`src/rtl/tmr_pkg.sv`:
```
package tmr_pkg;
  localparam int DW         = 32;
  localparam int PRE_STRIDE = 8;
  localparam int SEL_STRIDE = 4;
  localparam int CH_BASE    = 'h0C;
  localparam int CH_STRIDE  = 'h0C;
  localparam int OFS_CFG0   = 'h00;
  localparam int OFS_CFG1   = 'h04;
  localparam int OFS_CTRL   = 'h08;
  localparam int OFS_STAT   = 'h44;
  localparam int PEND_POS   = 5;

  typedef struct packed {
    logic autorl;
    logic inv;
    logic upd;
    logic run;
  } ch_ctrl_t;

  function automatic int ctrl_pos(input int c);
    return (c == 0) ? 0 : 4 * c + 4;
  endfunction
endpackage

```
`src/rtl/tmr_tick_gen.sv`:
```
module tmr_tick_gen #(
  parameter int PRE_W   = 8,
  parameter int SEL_W   = 4,
  parameter int DIV_MAX = 4
) (
  input  logic             clk,
  input  logic             rst_n,
  input  logic             run,
  input  logic [PRE_W-1:0] pre_lim,
  input  logic [SEL_W-1:0] div_sel,
  output logic             tick
);
  localparam int DIV_CW = (DIV_MAX > 0) ? DIV_MAX : 1;

  logic [PRE_W-1:0]  pre_cnt;
  logic [DIV_CW-1:0] div_cnt;
  logic [DIV_CW-1:0] div_lim;
  logic [SEL_W-1:0]  eff_sel;
  logic              pre_hit, div_hit;

  assign eff_sel = (div_sel > SEL_W'(DIV_MAX)) ? SEL_W'(DIV_MAX) : div_sel;

  always_comb begin
    for (int i = 0; i < DIV_CW; i++) div_lim[i] = (SEL_W'(i) < eff_sel);
  end

  assign pre_hit = (pre_cnt == pre_lim);
  assign div_hit = (div_cnt == div_lim);
  assign tick    = run && pre_hit && div_hit;

  always_ff @(posedge clk) begin
    if (!rst_n || !run) begin
      pre_cnt <= '0;
      div_cnt <= '0;
    end else if (pre_hit) begin
      pre_cnt <= '0;
      div_cnt <= div_hit ? '0 : div_cnt + 1'b1;
    end else begin
      pre_cnt <= pre_cnt + 1'b1;
    end
  end

  // no tick in the first clock of a run interval (full period from start)
  a_r6_full_first: assert property (@(posedge clk) disable iff (!rst_n)
    $rose(run) |-> (pre_cnt == '0 && div_cnt == '0));
endmodule

```
`src/rtl/tmr_channel.sv`:
```
module tmr_channel #(
  parameter int CW = 32
) (
  input  logic              clk,
  input  logic              rst_n,
  input  tmr_pkg::ch_ctrl_t ctrl,
  input  logic              tick,
  input  logic [CW-1:0]     cnt_buf,
  input  logic [CW-1:0]     cmp_buf,
  output logic [CW-1:0]     cnt_q,
  output logic              pwm,
  output logic              evt
);
  logic [CW-1:0] cmp_q;
  logic          spent;
  logic          at_zero;

  assign at_zero = (cnt_q == '0);
  assign evt     = !ctrl.upd && ctrl.run && tick && at_zero && (ctrl.autorl || !spent);
  assign pwm     = (cnt_q > cmp_q) ^ ctrl.inv;

  always_ff @(posedge clk) begin
    if (!rst_n) begin
      cnt_q <= '0;
      cmp_q <= '0;
      spent <= 1'b0;
    end else if (ctrl.upd) begin
      cnt_q <= cnt_buf;
      cmp_q <= cmp_buf;
      spent <= 1'b0;
    end else if (ctrl.run && tick) begin
      if (!at_zero)         cnt_q <= cnt_q - 1'b1;
      else if (ctrl.autorl) cnt_q <= cnt_buf;
      else                  spent <= 1'b1;
    end
  end

  a_r5_update_load: assert property (@(posedge clk) disable iff (!rst_n)
    ctrl.upd |=> (cnt_q == $past(cnt_buf)));
  a_r6_step: assert property (@(posedge clk) disable iff (!rst_n)
    (ctrl.run && tick && !ctrl.upd && !at_zero) |=> (cnt_q == $past(cnt_q) - CW'(1)));
  a_r7_hold: assert property (@(posedge clk) disable iff (!rst_n)
    (!ctrl.run && !ctrl.upd) |=> $stable(cnt_q));
  a_r8_reload: assert property (@(posedge clk) disable iff (!rst_n)
    (ctrl.run && tick && !ctrl.upd && at_zero && ctrl.autorl) |=> (cnt_q == $past(cnt_buf)));
  a_r9_oneshot_rest: assert property (@(posedge clk) disable iff (!rst_n)
    (at_zero && !ctrl.autorl && !ctrl.upd) |=> (cnt_q == '0));
endmodule

```
`src/rtl/quad_tick_timer.sv`:
```
module quad_tick_timer #(
  parameter int NUM_CH  = 4,
  parameter int CW      = 32,
  parameter int PRE_W   = 8,
  parameter int SEL_W   = 4,
  parameter int DIV_MAX = 4,
  parameter int AW      = 8
) (
  input  logic                   clk,
  input  logic                   rst_n,
  input  logic                   bus_sel,
  input  logic                   bus_wr,
  input  logic [AW-1:0]          bus_addr,
  input  logic [tmr_pkg::DW-1:0] bus_wdata,
  output logic [tmr_pkg::DW-1:0] bus_rdata,
  output logic                   irq,
  output logic [NUM_CH-1:0]      pwm_out
);
  import tmr_pkg::*;

  logic [DW-1:0] cfg0_q, cfg1_q, ctrl_q;
  logic [CW-1:0] cnt_buf_q [NUM_CH];
  logic [CW-1:0] cmp_buf_q [NUM_CH];
  logic [CW-1:0] live_cnt  [NUM_CH];
  logic [NUM_CH-1:0] en_q, pend_q, ev;
  logic          wr_go, w_stat;

  assign wr_go  = bus_sel && bus_wr;
  assign w_stat = wr_go && (bus_addr == AW'(OFS_STAT));

  always_ff @(posedge clk) begin
    if (!rst_n) begin
      cfg0_q <= '0;
      cfg1_q <= '0;
      ctrl_q <= '0;
      for (int c = 0; c < NUM_CH; c++) begin
        cnt_buf_q[c] <= '0;
        cmp_buf_q[c] <= '0;
      end
    end else if (wr_go) begin
      if (bus_addr == AW'(OFS_CFG0)) cfg0_q <= bus_wdata;
      if (bus_addr == AW'(OFS_CFG1)) cfg1_q <= bus_wdata;
      if (bus_addr == AW'(OFS_CTRL)) ctrl_q <= bus_wdata;
      for (int c = 0; c < NUM_CH; c++) begin
        if (bus_addr == AW'(CH_BASE + CH_STRIDE * c))     cnt_buf_q[c] <= bus_wdata[CW-1:0];
        if (bus_addr == AW'(CH_BASE + CH_STRIDE * c + 4)) cmp_buf_q[c] <= bus_wdata[CW-1:0];
      end
    end
  end

  always_ff @(posedge clk) begin
    if (!rst_n) begin
      en_q   <= '0;
      pend_q <= '0;
    end else begin
      for (int c = 0; c < NUM_CH; c++) begin
        if (w_stat) en_q[c] <= bus_wdata[c];
        pend_q[c] <= ev[c] | (pend_q[c] & ~(w_stat & bus_wdata[PEND_POS + c]));
      end
    end
  end

  assign irq = |(pend_q & en_q);

  for (genvar c = 0; c < NUM_CH; c++) begin : g_ch
    localparam int CB = ctrl_pos(c);
    ch_ctrl_t   cc;
    logic       tk;
    assign cc = ctrl_q[CB +: 4];

    tmr_tick_gen #(.PRE_W(PRE_W), .SEL_W(SEL_W), .DIV_MAX(DIV_MAX)) u_tick (
      .clk     (clk),
      .rst_n   (rst_n),
      .run     (cc.run && !cc.upd),
      .pre_lim (cfg0_q[(c / 2) * PRE_STRIDE +: PRE_W]),
      .div_sel (cfg1_q[c * SEL_STRIDE +: SEL_W]),
      .tick    (tk)
    );

    tmr_channel #(.CW(CW)) u_chan (
      .clk     (clk),
      .rst_n   (rst_n),
      .ctrl    (cc),
      .tick    (tk),
      .cnt_buf (cnt_buf_q[c]),
      .cmp_buf (cmp_buf_q[c]),
      .cnt_q   (live_cnt[c]),
      .pwm     (pwm_out[c]),
      .evt     (ev[c])
    );

    a_r10_w1c: assert property (@(posedge clk) disable iff (!rst_n)
      (w_stat && bus_wdata[PEND_POS + c] && !ev[c]) |=> !pend_q[c]);
    a_r10_sticky: assert property (@(posedge clk) disable iff (!rst_n)
      (pend_q[c] && !(w_stat && bus_wdata[PEND_POS + c])) |=> pend_q[c]);
    a_r8_set_wins: assert property (@(posedge clk) disable iff (!rst_n)
      ev[c] |=> pend_q[c]);
  end

  always_comb begin
    bus_rdata = '0;
    if (bus_addr == AW'(OFS_CFG0))      bus_rdata = cfg0_q;
    else if (bus_addr == AW'(OFS_CFG1)) bus_rdata = cfg1_q;
    else if (bus_addr == AW'(OFS_CTRL)) bus_rdata = ctrl_q;
    else if (bus_addr == AW'(OFS_STAT)) begin
      for (int c = 0; c < NUM_CH; c++) begin
        bus_rdata[c]            = en_q[c];
        bus_rdata[PEND_POS + c] = pend_q[c];
      end
    end else begin
      for (int c = 0; c < NUM_CH; c++) begin
        if (bus_addr == AW'(CH_BASE + CH_STRIDE * c))     bus_rdata = DW'(cnt_buf_q[c]);
        if (bus_addr == AW'(CH_BASE + CH_STRIDE * c + 4)) bus_rdata = DW'(cmp_buf_q[c]);
        if (bus_addr == AW'(CH_BASE + CH_STRIDE * c + 8)) bus_rdata = DW'(live_cnt[c]);
      end
    end
  end
endmodule

```
`config.mk`:
```
export PLATFORM = sky130hd
export DESIGN_NAME = quad_tick_timer
export DESIGN_NICKNAME = d
export VERILOG_FILES = /design/src/rtl/tmr_pkg.sv /design/src/rtl/tmr_tick_gen.sv /design/src/rtl/tmr_channel.sv /design/src/rtl/quad_tick_timer.sv
export SDC_FILE = /design/constraint.sdc
export NUM_CORES = 2
export LEC_CHECK = 0
export CORE_MARGIN = 5
export CORE_UTILIZATION = 32
export DETAILED_ROUTE_END_ITERATION = 12
export GPL_TIMING_DRIVEN = 0
export HOLD_SLACK_MARGIN = 0.06
export SLEW_MARGIN = 20
export SYNTH_ARGS = -nofsm -noshare
export SYNTH_HDL_FRONTEND = slang
export SYNTH_SLANG_ARGS = --single-unit
```
`constraint.sdc`:
```
create_clock -name clk -period 6.9 [get_ports clk]
set_clock_uncertainty 0.15 [all_clocks]
set_input_delay 1.035 -clock clk [delete_from_list [all_inputs] [get_ports clk]]
set_output_delay 1.035 -clock clk [all_outputs]
set_load 0.05 [all_outputs]
```
==> impl_metrics.ini <==
[status]
outcome = finished, violations left
violations = setup timing

[setup_path]
start_kind = input port
cp.required_ns = 5.71
path_buf_inv = 4
crit_arrival_ns = 5.95
cp_max_fo = 10
critPathTopFamily = buffers and inverters
critical-path-max-stage-delay_ns = 0.88
path_cells = clkdlybuf4s50_1 > clkbuf_2 > nor4_2 > and2_1 > clkbuf_1 > a221o_1 > a211oi_1 > o21ai_0 > o2111ai_1 > a31oi_1 > clkdlybuf4s50_1
crit_path_end_kind = primary output
criticalPathCategory = in2out
crit_top_cell = clkdlybuf4s50_1
cpMaxStageDelayCell = clkdlybuf4s50_1

[floorplan]
die_area_sq_um = 119000
die_h_microns = 344
die_x_microns = 344
io-pin-count = 81
num_rows = 122
initial_core_util_pct = 32.3
core_area_sq_um = 111000

[synth]
synth_cell_type_count = 91
synthTopCellsByArea = dfxtp_1 (23%), edfxtp_1 (21%), a21oi_1 (5.1%)
synth-edff-count = 256
synth.avg_cell_area_sq_um = 8.85
async_flop_share_pct = 0
syn_inst = 4041
ys.flop_type = dfxtp_1
synth_most_common_cell = dfxtp_1
yosys_register_bits = 668
syn_area_sq_um = 35800
synth_top_area_cell = dfxtp_1
yosys_warnings = 0
syn_nets = 4229
synth_common_cells = dfxtp_1 (412), nor2_1 (409), nand2_1 (393), a21oi_1 (365), and2_1 (279)
ys_seq_area_share_pct = 44.5
synth_top_area_share_pct = 23.1

[sta]
rsz0062_at_grt = yes
fmax_mhz = 140
final.setup.tns_ns = -2.05
hold_viol = 0
worst_hold_slack_ns = 0.303
slew_viol_final = 0
tightest_slew_ns = 1.39
finalSetupViolCount = 20
fin_crit_ns = 7.14
maxSlewHeadroom_pct = 7.16
min_period_over_period_pct = 103
setup_slack_ns = -0.237

[power]
p_leak_nw = 14.8
switchingPower_mw = 2.36
clkPwrFrac_pct = 47.8
power_frac_comb_pct = 5.6
powerDensity_nw_per_um2 = 221
p_int_mw = 6.84
ir_worst_vdd_mv = 0.167
pwr-share-seq_pct = 46.5
swShare_pct = 25.6

[routing]
num_vias = 35100
viasPerCell = 6.08
drc = 0
wl_met1_microns = 66600
routed_wirelength_microns = 174000
route.met2.wl_microns = 70000
drt-initial-drc-count = 5689
wl_per_cell_microns = 30.1
ant_nets = 0
route.met3.wl_microns = 24800
dr.pass1.iters = 9
top_layer = met5

[worst_hold_path]
min_path_type = reg2reg

[finish]
fillers = 11300
drive_gt1_share_pct = 6.89
final_util_pct = 37.6
final_area_sq_um = 41600
fin_nets = 4392
area_delta_synth_final_pct = 16.3

[placed_design]
dp_hpwl_microns = 132000
place_area_sq_um = 38800
dp_slack_ns = -1.12
place.gp.congestion = 1.06
io_buffers = 76

[job]
cap_violations = 0

[clocking]
clockRootBuffer = clkbuf_16
cts_sinks = 668
clk_pin_slew_ns = 0.06
cts_hold_buf = 0
numCtsBuffers = 78
cts_setup_buffers = 0
htree_levels = 3
cts_tree = built
clockBufferDepth = 3
clock_latency_ns = 0.69

[global_route]
first_global_vias = 32000
antenna_found_initial = 21
grt_max_degree = 26
grt-ovfl-total = 0
grtUsageTotal_pct = 28.3
grt_pass1_wl_microns = 241000
worst reg2reg max path, stage by stage (launching register included):
cell	delay, ns
dfxtp_1	0.45
nor4_1	0.94
and4_1	0.38
nand3_1	0.36
nor2_1	0.23
o21a_1	0.14
clkbuf_1	0.49
clkbuf_1	0.59
a211oi_1	0.12
a211oi_1	0.23
through the flow:
stage	cells	total power, mW
global route	5759	9.37
floorplan	4041	4.50
CTS	5758	9.17
global placement	5605	4.83
finish	5775	9.20
detailed placement	5615	4.84
power groups by stage:
stage          registers [mW]  clock network [mW]  logic (mW)
2_1_floorplan            4.29                   0       0.211
3_3_place_gp             4.37                   0       0.461
3_5_place_dp             4.36                   0       0.483
4_1_cts                  4.27                4.41       0.487
5_1_grt                  4.28                4.58       0.514
6_report                 4.28                4.40       0.519
area by class of cell:
| type | instances | area, sq um | area share (%) |
|---|---|---|---|
| antenna | 18 | 45.0 | 0.108 |
| buffer | 280 | 1190 | 2.87 |
| clock buffer | 112 | 2250 | 5.41 |
| clock inverter | 33 | 415 | 0.998 |
| inverter | 180 | 676 | 1.62 |
| multi-input combinational | 2910 | 18300 | 43.8 |
| sequential | 668 | 15900 | 38.3 |
| tap | 1488 | 1860 | 4.47 |
| timing repair buffer | 86 | 993 | 2.39 |
cells by family after synthesis:
kind of cell / count (synthesis) / synth area share (%)
muxes: 148 / 4.17
xor gates and xnor gates: 70 / 1.71
buffers and inverters: 463 / 5.08
DFF: 668 / 44.5
adders and majority gates: 144 / 5.04
AOI/OAI and AO/OA: 1021 / 18.6
and+or+nand+nor: 1527 / 20.8
sequential cells by signal, summed over array words and instances, names as in the netlist:
name / flops
cmp_buf_q: 128
cnt_buf_q: 128
g_ch.u_chan.cmp_q: 128
g_ch.u_chan.cnt_q: 128
cfg0_q: 32
cfg1_q: 32
ctrl_q: 32
g_ch.u_tick.pre_cnt: 32
g_ch.u_tick.div_cnt: 16
en_q: 4
g_ch.u_chan.spent: 4
pend_q: 4
cells in the final DEF, fill, tap and decap left out, types with 33 or more instances in the layout:
cell type / instances
a21oi_1: 365
a221oi_1: 33
a22oi_1: 54
a31oi_1: 35
and2_1: 279
clkbuf_1: 209
clkbuf_16: 80
clkbuf_2: 49
clkdlybuf4s50_1: 63
dfxtp_1: 412
edfxtp_1: 256
ha_1: 144
inv_1: 178
mux2i_1: 140
nand2_1: 392
nand3_1: 100
nand4_1: 49
nor2_1: 405
nor3_1: 96
nor4_1: 35
o211ai_1: 34
o21a_1: 43
o21ai_0: 119
o22ai_1: 54
xor2_1: 51
routing by layer:
layer	up-vias	GRT usage, %
li1	15000	-
met1	16900	37.4
met2	2650	40.3
met3	603	9.55
met4	10	16.3
met5	-	0
path summary, 6_finish.rpt:
| kind | startpoint | to | slack (ns) | cells after the start |
|---|---|---|---|---|
| min | ctrl_q[7] | ctrl_q[7] | 0.30 | 2 |
| min reg2reg | ctrl_q[7] | ctrl_q[7] | 0.30 | 2 |
| max reg2reg | g_ch[2].u_chan.cnt_q[5] | g_ch[2].u_chan.cnt_q[1] | 2.72 | 9 |
| max | bus_addr[2] | bus_rdata[26] | -0.24 | 11 |
timing repair:
item	in CTS	in global routing
pin swaps	0	0
gates resized for setup	42	21
endpoints found under the setup margin	32	18
Power figures use the tool's default switching activity.
